--- config.mk ---
export PLATFORM = sky130hd
export DESIGN_NAME = a429_tx_serializer
export DESIGN_NICKNAME = d
export VERILOG_FILES = /design/src/rtl/a429_tx_pkg.sv /design/src/rtl/a429_phase_timer.sv /design/src/rtl/a429_frame_shifter.sv /design/src/rtl/a429_tx_serializer.sv
export SDC_FILE = /design/constraint.sdc
export NUM_CORES = 1
export LEC_CHECK = 0
export BUFFER_PORTS_ARGS = -buffer_cell sky130_fd_sc_hd__buf_2
export CAP_MARGIN = 20
export CORE_ASPECT_RATIO = 1.4
export CORE_MARGIN = 4
export CORE_UTILIZATION = 35
export CTS_CLUSTER_DIAMETER = 150
export DETAILED_ROUTE_END_ITERATION = 10
export PLACE_DENSITY_LB_ADDON = 0.05
export SLEW_MARGIN = 20
export SYNTH_ARGS = -nofsm -noshare
export SYNTH_HDL_FRONTEND = slang
export SYNTH_HIERARCHICAL = 1
export SYNTH_SLANG_ARGS = --single-unit
--- constraint.sdc ---
create_clock -name clk -period 4.95 [get_ports clk]
set_clock_uncertainty 0.05 [all_clocks]
set_input_delay 0.99 -clock clk [delete_from_list [all_inputs] [get_ports clk]]
set_output_delay 0.99 -clock clk [all_outputs]
set_load 0.03 [all_outputs]
--- src/rtl/a429_tx_pkg.sv ---
package a429_tx_pkg;

    localparam int PAYLOAD_W = 31;
    localparam int FRAME_W   = PAYLOAD_W + 1;
    localparam int IDX_W     = $clog2(FRAME_W);

    localparam int DEF_FAST_DATA = 5;
    localparam int DEF_FAST_NULL = 5;
    localparam int DEF_FAST_GAP  = 40;
    localparam int DEF_SLOW_DATA = 40;
    localparam int DEF_SLOW_NULL = 40;
    localparam int DEF_SLOW_GAP  = 320;

    typedef enum logic [1:0] {
        PH_IDLE = 2'd0,
        PH_DATA = 2'd1,
        PH_NULL = 2'd2,
        PH_GAP  = 2'd3
    } phase_e;

    typedef struct packed {
        logic                 par;
        logic [PAYLOAD_W-1:0] payload;
    } frame_s;

    // Parity bit that gives the whole frame odd (even=0) or even (even=1) ones.
    function automatic logic frame_parity(input logic [PAYLOAD_W-1:0] w, input logic even);
        return even ? (^w) : ~(^w);
    endfunction

    function automatic int max3(input int a, input int b, input int c);
        int m;
        m = (a > b) ? a : b;
        return (m > c) ? m : c;
    endfunction

endpackage

--- src/rtl/a429_phase_timer.sv ---
module a429_phase_timer #(
    parameter int CNT_W = 9
) (
    input  logic             clk,
    input  logic             rst,
    input  logic             clr,
    input  logic [CNT_W-1:0] len,
    output logic             done
);

    logic [CNT_W-1:0] cnt_q;

    always_ff @(posedge clk) begin
        if (rst || clr) cnt_q <= '0;
        else            cnt_q <= cnt_q + 1'b1;
    end

    assign done = (cnt_q == len - 1'b1);

    // a phase never runs past its programmed length
    p_phase_bound_r4: assert property (@(posedge clk) disable iff (rst)
        (len != '0) |-> (cnt_q < len));

endmodule

--- src/rtl/a429_frame_shifter.sv ---
module a429_frame_shifter
    import a429_tx_pkg::*;
(
    input  logic                 clk,
    input  logic                 rst,
    input  logic                 load,
    input  logic                 shift,
    input  logic [PAYLOAD_W-1:0] payload,
    input  logic                 even,
    output logic                 cur_bit,
    output logic                 last
);

    frame_s           sr_q;
    logic [IDX_W-1:0] idx_q;

    always_ff @(posedge clk) begin
        if (rst) begin
            sr_q  <= '0;
            idx_q <= '0;
        end else if (load) begin
            sr_q.par     <= frame_parity(payload, even);
            sr_q.payload <= payload;
            idx_q        <= '0;
        end else if (shift) begin
            sr_q  <= frame_s'({1'b0, sr_q[FRAME_W-1:1]});
            idx_q <= idx_q + 1'b1;
        end
    end

    assign cur_bit = sr_q.payload[0];
    assign last    = (idx_q == IDX_W'(FRAME_W - 1));

    // the frame just loaded holds odd ones for odd mode, even ones for even mode
    p_frame_parity_r1: assert property (@(posedge clk) disable iff (rst)
        load |=> ((^sr_q) != $past(even)));

    // a load restarts at bit 1
    p_load_restart_r2: assert property (@(posedge clk) disable iff (rst)
        load |=> (idx_q == '0) && (cur_bit == $past(payload[0])));

endmodule

--- src/rtl/a429_tx_serializer.sv ---
module a429_tx_serializer
    import a429_tx_pkg::*;
#(
    parameter int FAST_DATA = DEF_FAST_DATA,
    parameter int FAST_NULL = DEF_FAST_NULL,
    parameter int FAST_GAP  = DEF_FAST_GAP,
    parameter int SLOW_DATA = DEF_SLOW_DATA,
    parameter int SLOW_NULL = DEF_SLOW_NULL,
    parameter int SLOW_GAP  = DEF_SLOW_GAP
) (
    input  logic                 clk,
    input  logic                 rst,
    input  logic                 tx_en,
    input  logic                 slow_rate,
    input  logic                 even_par,
    input  logic                 self_test,
    input  logic                 word_avail,
    input  logic [PAYLOAD_W-1:0] word_data,
    output logic                 word_take,
    output logic                 line_hi,
    output logic                 line_lo,
    output logic                 loop_rx1,
    output logic                 loop_rx2,
    output logic                 tx_ready
);

    localparam int PH_MAX = max3(max3(FAST_DATA, FAST_NULL, FAST_GAP),
                                 max3(SLOW_DATA, SLOW_NULL, SLOW_GAP), 1);
    localparam int CNT_W  = $clog2(PH_MAX + 1);

    phase_e           phase_q, phase_d;
    logic             slow_q;
    logic [CNT_W-1:0] cur_len;
    logic             tm_done, tm_clr;
    logic             sh_bit, sh_last, sh_shift;
    logic             can_start;

    // Length of the phase in progress, chosen by the rate latched for this frame
    always_comb begin
        unique case (phase_q)
            PH_DATA: cur_len = slow_q ? CNT_W'(SLOW_DATA) : CNT_W'(FAST_DATA);
            PH_NULL: cur_len = slow_q ? CNT_W'(SLOW_NULL) : CNT_W'(FAST_NULL);
            PH_GAP:  cur_len = slow_q ? CNT_W'(SLOW_GAP)  : CNT_W'(FAST_GAP);
            default: cur_len = CNT_W'(1);
        endcase
    end

    assign can_start = (phase_q == PH_IDLE) || ((phase_q == PH_GAP) && tm_done);
    assign word_take = !rst && tx_en && word_avail && can_start;

    always_comb begin
        phase_d = phase_q;
        unique case (phase_q)
            PH_IDLE: if (word_take) phase_d = PH_DATA;
            PH_DATA: if (tm_done)   phase_d = PH_NULL;
            PH_NULL: if (tm_done)   phase_d = sh_last ? PH_GAP : PH_DATA;
            PH_GAP:  if (tm_done)   phase_d = word_take ? PH_DATA : PH_IDLE;
            default:                phase_d = PH_IDLE;
        endcase
        if (!tx_en) phase_d = PH_IDLE;
    end

    always_ff @(posedge clk) begin
        if (rst) begin
            phase_q <= PH_IDLE;
            slow_q  <= 1'b0;
        end else begin
            phase_q <= phase_d;
            if (word_take) slow_q <= slow_rate;
        end
    end

    assign tm_clr   = (phase_q == PH_IDLE) || tm_done || !tx_en;
    assign sh_shift = (phase_q == PH_NULL) && tm_done && !sh_last;

    a429_phase_timer #(
        .CNT_W (CNT_W)
    ) u_timer (
        .clk  (clk),
        .rst  (rst),
        .clr  (tm_clr),
        .len  (cur_len),
        .done (tm_done)
    );

    a429_frame_shifter u_shifter (
        .clk     (clk),
        .rst     (rst),
        .load    (word_take),
        .shift   (sh_shift),
        .payload (word_data),
        .even    (even_par),
        .cur_bit (sh_bit),
        .last    (sh_last)
    );

    assign line_hi  = (phase_q == PH_DATA) &&  sh_bit;
    assign line_lo  = (phase_q == PH_DATA) && !sh_bit;
    assign loop_rx1 = self_test && line_hi;
    assign loop_rx2 = self_test && line_lo;
    assign tx_ready = (phase_q == PH_IDLE) && !word_avail;

    // exactly one line high in a data phase, whatever the self-test setting
    p_data_one_hot_r3: assert property (@(posedge clk) disable iff (rst)
        (phase_q == PH_DATA) |-> (line_hi ^ line_lo));

    // a word taken from idle shows its first bit on the next cycle
    p_start_latency_r6: assert property (@(posedge clk) disable iff (rst)
        (word_take && phase_q == PH_IDLE && !rst) |=> (line_hi || line_lo));

    // a word taken at the gap end goes straight to a data phase
    p_gap_handoff_r7: assert property (@(posedge clk) disable iff (rst)
        (phase_q == PH_GAP && word_take) |=> (phase_q == PH_DATA));

    // dropping enable quiets the line on the next cycle
    p_abort_quiet_r8: assert property (@(posedge clk) disable iff (rst)
        (!tx_en && phase_q != PH_IDLE) |=> (phase_q == PH_IDLE && !line_hi && !line_lo));

    // reset lands in idle with a quiet line
    p_reset_idle_r9: assert property (@(posedge clk)
        rst |=> (phase_q == PH_IDLE && !line_hi && !line_lo));

    // the rate is held for the whole frame
    p_rate_held_r5: assert property (@(posedge clk) disable iff (rst)
        (phase_q != PH_IDLE && !word_take) |=> $stable(slow_q));

    // a take only happens with enable and a word on offer
    p_take_gated_r12: assert property (@(posedge clk) disable iff (rst)
        word_take |-> (tx_en && word_avail));

endmodule

After elaboration in Yosys (flattened, before gate mapping)
Index checks and enable logic that the tools add are counted.
- reductions and logical operators: 27
- mux-type cells: 13
- eq/ne operators: 9
- bitwise gates (word level): 2
- $add $sub $neg: 3
- operator list (cell ; count):
    $mux 32 ; 2
    $reduce_xor 31->1 ; 1
    $pmux 9 s2 ; 1
    $logic_and 1x1->1 ; 11
    $mux 2 ; 5
    $add 9x1->9 const B ; 1
    $eq 9x9->1 ; 1
    $mux 9 ; 1
    $sub 9x1->9 const B ; 1
    $ne 2x2->1 const B ; 4
    $pmux 2 s4 ; 1
    $mux 6 ; 1
    $reduce_or 2->1 ; 3
    $add 5x1->5 const B ; 1
    $eq 5x5->1 const B ; 1
    $logic_not 1->1 ; 5
    $eq 2x2->1 const B ; 2
    $logic_or 1x1->1 ; 4
    $reduce_and 4->1 ; 1
    $eq 2x1->1 const B ; 1
    $logic_not 2->1 ; 1
    $mux 1 ; 2
    $not 1->1 ; 2
    $reduce_bool 2->1 ; 1
- register bits after elaboration: 49
- word-level logic and storage cells: 60
- output and inout bits: 6
- bits of input ports: 38

Depth between registers and ports, before layout
Gate-level depths: netlist of run 1.
- depth in word-level cells: 11
- gate-level depth with buffers: 19
- depth with buffers taken out: 16

Hierarchy
Netlist of run 1, hierarchy kept.
- modules (own cells, without submodules) (module ; area each (sq um) ; times used ; cells an instance ; seq. area each (sq um)):
    a429_frame_shifter ; 1903.1 ; 1 ; 226 ; 740.7
    a429_phase_timer ; 643.1 ; 1 ; 79 ; 180.2
    a429_tx_serializer ; 374.1 ; 1 ; 47 ; 60.1

Worst setup path after synthesis of run 1
Ideal clock, no wire load.
- path kind: reg-to-output
- start: register phase_q[1]
- end: output port word_take
- path buffers: 1
- arrival: 3.217 ns
- required time: 3.910 ns
- cell stages (with the launch flop): 14
- slack: 0.693 ns
- path through: dfxtp_1 inv_1 ha_1 mux2i_1 inv_1 ha_1 or3b_1 buf_2 nand2_1 a211oi_1 a211oi_2 nor4b_2 a21oi_1 nor2_1
- word-level cells in the longest chain between the ends: 8
- elaborated cells between the ends (all ways): 11
- classes of those cells: add/sub: 1; eq/ne: 4; mux: 1; reduce/logical: 5
- ends and longest elaborated chain (what ; line ; source):
    start, declared ; a429_tx_serializer.sv:31 ; phase_e phase_q, phase_d;
    start signal, assigned ; a429_tx_serializer.sv:68 ; phase_q <= phase_d;
    $eq 2x2->1 or $eq 2x1->1 (tied branches) ; a429_tx_serializer.sv:40 ; unique case (phase_q)
    $reduce_or 2->1 (no source line) ; - ;
    $pmux 9 s2 (*) ; a429_tx_serializer.sv:40 ;
    via cur_len[0] ; a429_tx_serializer.sv:33 ; logic [CNT_W-1:0] cur_len;
    $sub 9x1->9 (*) ; a429_phase_timer.sv:18 ; assign done = (cnt_q == len - 1'b1);
    $eq 9x9->1 (*) ; a429_phase_timer.sv:18 ;
    via tm_done ; a429_tx_serializer.sv:34 ; logic tm_done, tm_clr;
    $logic_and 1x1->1 (*) ; a429_tx_serializer.sv:48 ; assign can_start = (phase_q == PH_IDLE) || ((phase_q == PH_GAP) && tm_done);
    $logic_or 1x1->1 (*) ; a429_tx_serializer.sv:48 ;
    $logic_and 1x1->1 (*) ; a429_tx_serializer.sv:49 ; assign word_take = !rst && tx_en && word_avail && can_start;
    end, declared ; a429_tx_serializer.sv:19 ; output logic word_take,
The timed path passes the listed nets; every way through them passes the cells marked *.

Worst setup path in the final report of run 1
Ends and elaborated chain as after synthesis.

==> results of run 1 <==
## kinds of logic (layout without fill, tap and decap cells)
group / count (synthesis) / after routing / share of synthesized area
flops: 49 / 49 / 0.3359
mux: 35 / 35 / 0.1204
buf+inv: 24 / 60 / 0.03299
xor+xnor: 51 / 51 / 0.1530
simple gates: 129 / 129 / 0.2104
other cells: 1 / 10 / 0.001284
compound gates: 54 / 54 / 0.1075
fa+ha+maj: 9 / 9 / 0.03856
## routing by layer
| metal | vias to the layer above | wire length [microns] | track usage | part of all wire |
|---|---|---|---|---|
| met3 | 2 | 221 | 0.02489 | 0.037 |
| met5 | - | 0 | 0 | 0 |
| met2 | 36 | 3139 | 0.2401 | 0.52 |
| met1 | 1043 | 2633 | 0.1475 | 0.44 |
| li1 | 1254 | - | - | - |
| met4 | 0 | 40 | 0.03485 | 0.0066 |
## power by group
part | total, mW | switching, mW | internal, mW | leakage, nW
Clock | 0.333 | 0.146 | 0.188 | 0.0631
Combinational | 0.153 | 0.0780 | 0.0746 | 0.854
Sequential | 0.412 | 0.00645 | 0.405 | 0.397
Total | 0.897 | 0.230 | 0.667 | 1.31
## cells in the final DEF (no fill, tap or decap), types with 2 or more instances in the layout
cell	n
a211oi_2	2
a21oi_1	39
and3_1	2
buf_2	43
buf_4	2
clkbuf_16	5
clkinvlp_4	2
conb_1	10
dfxtp_1	49
ha_1	9
inv_1	6
mux2i_1	34
nand2_1	10
nand2b_1	3
nand3_1	5
nand4_1	2
nor2_1	80
nor2_4	2
nor2b_1	3
nor3_1	4
nor4b_2	2
o21ai_0	4
o21ai_1	2
or2_2	2
or3_1	2
or3b_1	2
xnor2_1	38
xor2_1	13
## metrics by stage
step / std cells / cell area (sq um)
floorplan: 361 / 2954
detailed placement: 491 / 3273
global route: 499 / 3417
global placement: 491 / 3273
finish: 499 / 3417
CTS: 499 / 3417
## final cells by class
class | count | area (sq um) | area share
flip-flops and latches | 49 | 980.9 | 0.2871
clock buffers | 6 | 128.9 | 0.03772
inverters | 6 | 22.52 | 0.006591
multi-input cells | 288 | 1892 | 0.5536
clock inverters | 2 | 15.01 | 0.004394
repair buffers | 46 | 250.2 | 0.07323
well taps | 102 | 127.6 | 0.03735
## worst paths after layout
path | slack, ns | start | endpoint
hold reg to reg | 0.43 | u_shifter/sr_q[31]$_SDFFE_PP0P_ | u_shifter/sr_q[31]$_SDFFE_PP0P_
setup reg to reg | 1.02 | phase_q[0]$_SDFFE_PP0P_ | u_shifter/sr_q[31]$_SDFFE_PP0P_
hold / removal | 0.43 | u_shifter/sr_q[31]$_SDFFE_PP0P_ | u_shifter/sr_q[31]$_SDFFE_PP0P_
setup / recovery | 0.58 | phase_q[1]$_SDFFE_PP0P_ | word_take
## state kept, by name (all words and copies together) (netlist names)
signal / count
phase_q: 2
u_shifter/idx_q: 5
u_shifter/cur_bit: 1
slow_q: 1
u_timer/cnt_q: 9
u_shifter/sr_q: 31
## worst reg2reg max path, delay by kind of cell, from the launching register on
kind / cells / cell delay [ns]
compound gates: 4 / 0.96
xor+xnor: 1 / 0.19
fa+ha+maj: 2 / 0.52
buf+inv: 3 / 0.52
flops: 1 / 0.37
mux: 1 / 0.21
simple gates: 4 / 1.04
==> metrics.cfg, run 1 <==
[run_status]
outcome=complete, no violations

[synth]
ys_top_cells_by_area=dfxtp_1 (34%), mux2i_1 (12%), xnor2_1 (11%)
ys_types=44
yosys-top-cells-count=nor2_1 (82), dfxtp_1 (49), a21oi_1 (39), xnor2_1 (38), mux2i_1 (34)
synth_seq_area_share=0.3359
synth_cells=352
synth_most_common_cell=nor2_1
yosys_register_bits=49
synth_top_area_frac=0.3359
synth.avg_cell_area_sq_um=8.296
synth_edf_count=0
ys_dominant_reg_cell=dfxtp_1
synth_top_area_cell=dfxtp_1
syn_area_sq_um=2920
ys_warn_count=6
synthArstFlopShare=0

[sta]
rsz0062_at_grt=false
setup_viol=0
slew_headroom=0.5262
fin_crit_sh=0.8837
fin_crit_ns=4.374
clock.fmax_mhz=228.6
whs_ns=0.4297
layout_setup_ws_ns=0.5756
tightest_slew_ns=0.7107
tns_ns=0
hold_violations=0
maxSlewViolCount=0

[setup_path]
cp.required_ns=3.91
worstSetupPathType=reg2out
path_depth=13
cp_cell_sequence=inv_1 > ha_1 > mux2i_1 > inv_1 > ha_1 > or3b_1 > nand2_1 > a211oi_1 > a211oi_2 > nor4b_2 > a21oi_1 > nor2_4 > buf_2
rr_worst_depth=15
cp_top_family=simple AND/OR/NAND/NOR gates
crit_fanout=5
critPathLaunchType=flop
cp.buffers_inverters=3
crit_slowest_cell=mux2i_1
crit_arrival_ns=3.33
critPathCaptureType=primary output
slowest_delay_ns=0.40

[floorplanning]
io_pins=44
die_area_sq_um=9890
die_width_microns=85.20
initial_core_util=0.3584
dieHeight_microns=116.1
coreArea_sq_um=8149
core.rowCount=39

[global_routing]
grt_overflow=0
grt.total_usage=0.1284
grt_max_degree=66
antenna_found_initial=0
grt_pass1_vias=2237
grt_first_pass_wirelength_microns=10300

[route]
drt_iter0_markers=41
ant_nets=0
totalWireLength_microns=6034
dr.pass1.iters=4
viasPerCell=4.679
vias=2335
route.detailed.wl_per_inst_microns=12.09
drc=0

[clock_network]
tritoncts=yes
clockRootBuffer=clkbuf_16
cts.sinks=49
postCtsSetupRepairBufs=0
htree_levels=2
max-clock-path-buffers=2
cts_buffers=5
hold_buffers=0
cts_resized=0
insertion_delay_ns=0.28
clk_pin_slew_worst_paths_ns=0.07

[layout]
diodes=0
fin_nets=443
fill_cells=850
layout-drive-gt1-share=0.1662
fin_util=0.4193
syn_to_final_growth_pct=17.01

[worst_hold_path]
whs_path_depth=2
hp-class=reg2reg

[placed_design]
dp_hpwl_microns=4409
io_buffer_count=43
gp_congestion=0.7144
post-place-ws_ns=0.8554

[power_and_ir_drop]
peakVddDrop_mv=0.1558
powerDensity_nw_per_um2=262.6
power.total_mw=0.8975
power_leakage_nw=1.314

[run]
drv_cap=0

Note: power is estimated with default switching activity, not from simulation.
==> inputs of run 2 (changes only) <==
- PLACE_DENSITY_LB_ADDON: 0.05 -> unset
==> metrics.cfg, run 2 (synthesis results as in run 1) <==
[route]
drc=0
route.detailed.wl_per_inst_microns=11.49
viasPerCell=4.721
ant_nets=0
totalWireLength_microns=5722
drt_iter0_markers=87
vias=2351
dr.pass1.iters=4

[floorplanning]
die_width_microns=85.20
initial_core_util=0.3584
core.rowCount=39
io_pins=44
coreArea_sq_um=8149
dieHeight_microns=116.1
die_area_sq_um=9890

[sta]
setup_viol=0
fin_crit_ns=4.563
tightest_slew_ns=0.6569
tns_ns=0
rsz0062_at_grt=false
clock.fmax_mhz=219.2
hold_violations=0
fin_crit_sh=0.9218
maxSlewViolCount=0
slew_headroom=0.5621

[setup_path]
cp_cell_sequence=inv_1 > ha_1 > mux2i_2 > inv_1 > ha_1 > or3b_1 > nand2_1 > a211oi_1 > a211oi_2 > nor4b_4 > a21oi_1 > nor2_4 > buf_2
reg2reg_from=phase_q[1]$_SDFFE_PP0P_
timing.critical_path.from=phase_q[1]$_SDFFE_PP0P_
crit_fanout=8
critPathLaunchType=flop
cp.required_ns=3.91
rrSetupSlack_ns=0.83
crit_slowest_cell=nor4b_4
rr_worst_depth=15
worstSetupPathType=reg2out
crit_arrival_ns=3.52
critPathCaptureType=primary output
r2r_end=u_shifter/sr_q[31]$_SDFFE_PP0P_
slowest_delay_ns=0.47

[global_routing]
grt_first_pass_wirelength_microns=9839
grt_max_degree=66
antenna_found_initial=0
grt.total_usage=0.1208
grt_pass1_vias=2223
grt_overflow=0

[worst_hold_path]
hold_path_startpoint=u_shifter/sr_q[31]$_SDFFE_PP0P_
hp-class=reg2reg
hold_path_end=u_shifter/sr_q[31]$_SDFFE_PP0P_
whs_path_depth=2

[layout]
final-seq-area_sq_um=980.9
reg.largest.list=u_shifter/sr_q: 31 flops, u_timer/cnt_q: 9 flops, u_shifter/idx_q: 5 flops
layout_common_cells=nor2_1 (80), dfxtp_1 (49), buf_2 (43), a21oi_1 (39), xnor2_1 (38)
fill_cells=823
final_common_cell=nor2_1
diodes=0
largest_reg_flops=31
fin_nets=442
largest-register=u_shifter/sr_q
multi_input_area_sq_um=1904
layout-drive-gt1-share=0.1692
syn_to_final_growth_pct=17.48

[clock_network]
cts.sinks=49
postCtsSetupRepairBufs=0
clk_pin_slew_worst_paths_ns=0.06
clockRootBuffer=clkbuf_16
insertion_delay_ns=0.28
hold_buffers=0
max-clock-path-buffers=2
tritoncts=yes
cts_buffers=5
cts_resized=0
htree_levels=2

[run]
drv_cap=0

[placed_design]
gp_congestion=0.7967
dp_hpwl_microns=4193
io_buffer_count=43

[power_and_ir_drop]
powerDensity_nw_per_um2=264.3
power.total_mw=0.9066
peakVddDrop_mv=0.1755
power_leakage_nw=1.328

[run_status]
outcome=complete, no violations

-- run 2: stage by stage --
step | util | std cells | setup WS, ns | hold WS (ns) | instance area (sq um)
after floorplan | - | 361 | 0.6929 | 0.3904 | 2954
after CTS | 0.4195 | 498 | 0.06134 | 0.4328 | 3418
after detailed placement | 0.4007 | 490 | 0.3882 | 0.4223 | 3266
final | 0.4210 | 498 | 0.3870 | 0.4259 | 3431
after global routing | 0.4210 | 498 | 0.07354 | 0.4430 | 3431
after global placement | 0.4007 | 490 | 0.5428 | 0.4148 | 3266
-- run 2: per-layer routing --
layer | vias to the layer above | track usage | wire (microns)
li1 | 1255 | - | -
met5 | - | 0 | 0
met2 | 37 | 0.2116 | 2784
met4 | 0 | 0.03801 | 74
met3 | 6 | 0.02489 | 238
met1 | 1053 | 0.1477 | 2624
-- run 2: worst max path at each step --
stage          depth (start not counted)         to
6_report                              13  word_take
2_1_floorplan                         13  word_take
3_3_place_gp                          13  word_take
4_1_cts                               13  word_take
3_5_place_dp                          13  word_take
5_1_grt                               13  word_take
-- run 2: cell type report --
cell class | count | area share
Multi-Input combinational cell | 288 | 0.5551
Sequential cell | 49 | 0.2859
Timing Repair Buffer | 45 | 0.07075
Clock buffer | 6 | 0.04048
Tap cell | 102 | 0.03720
Inverter | 6 | 0.006565
Clock inverter | 2 | 0.004012
-- run 2: power breakdown --
part	leakage (nW)	switching [mW]	total, mW	internal (mW)
clock	0.0768	0.143	0.344	0.201
combinational	0.854	0.0769	0.152	0.0746
sequential	0.397	0.00628	0.411	0.405
total	1.33	0.226	0.907	0.681
-- run 2: critical path: cells and delay by family (launching register included) --
kind            cells  cell delay (ns)
buf+inv             3             0.40
flops               1             0.39
compound gates      3             0.60
mux                 1             0.36
fa+ha+maj           2             0.56
simple gates        4             0.93
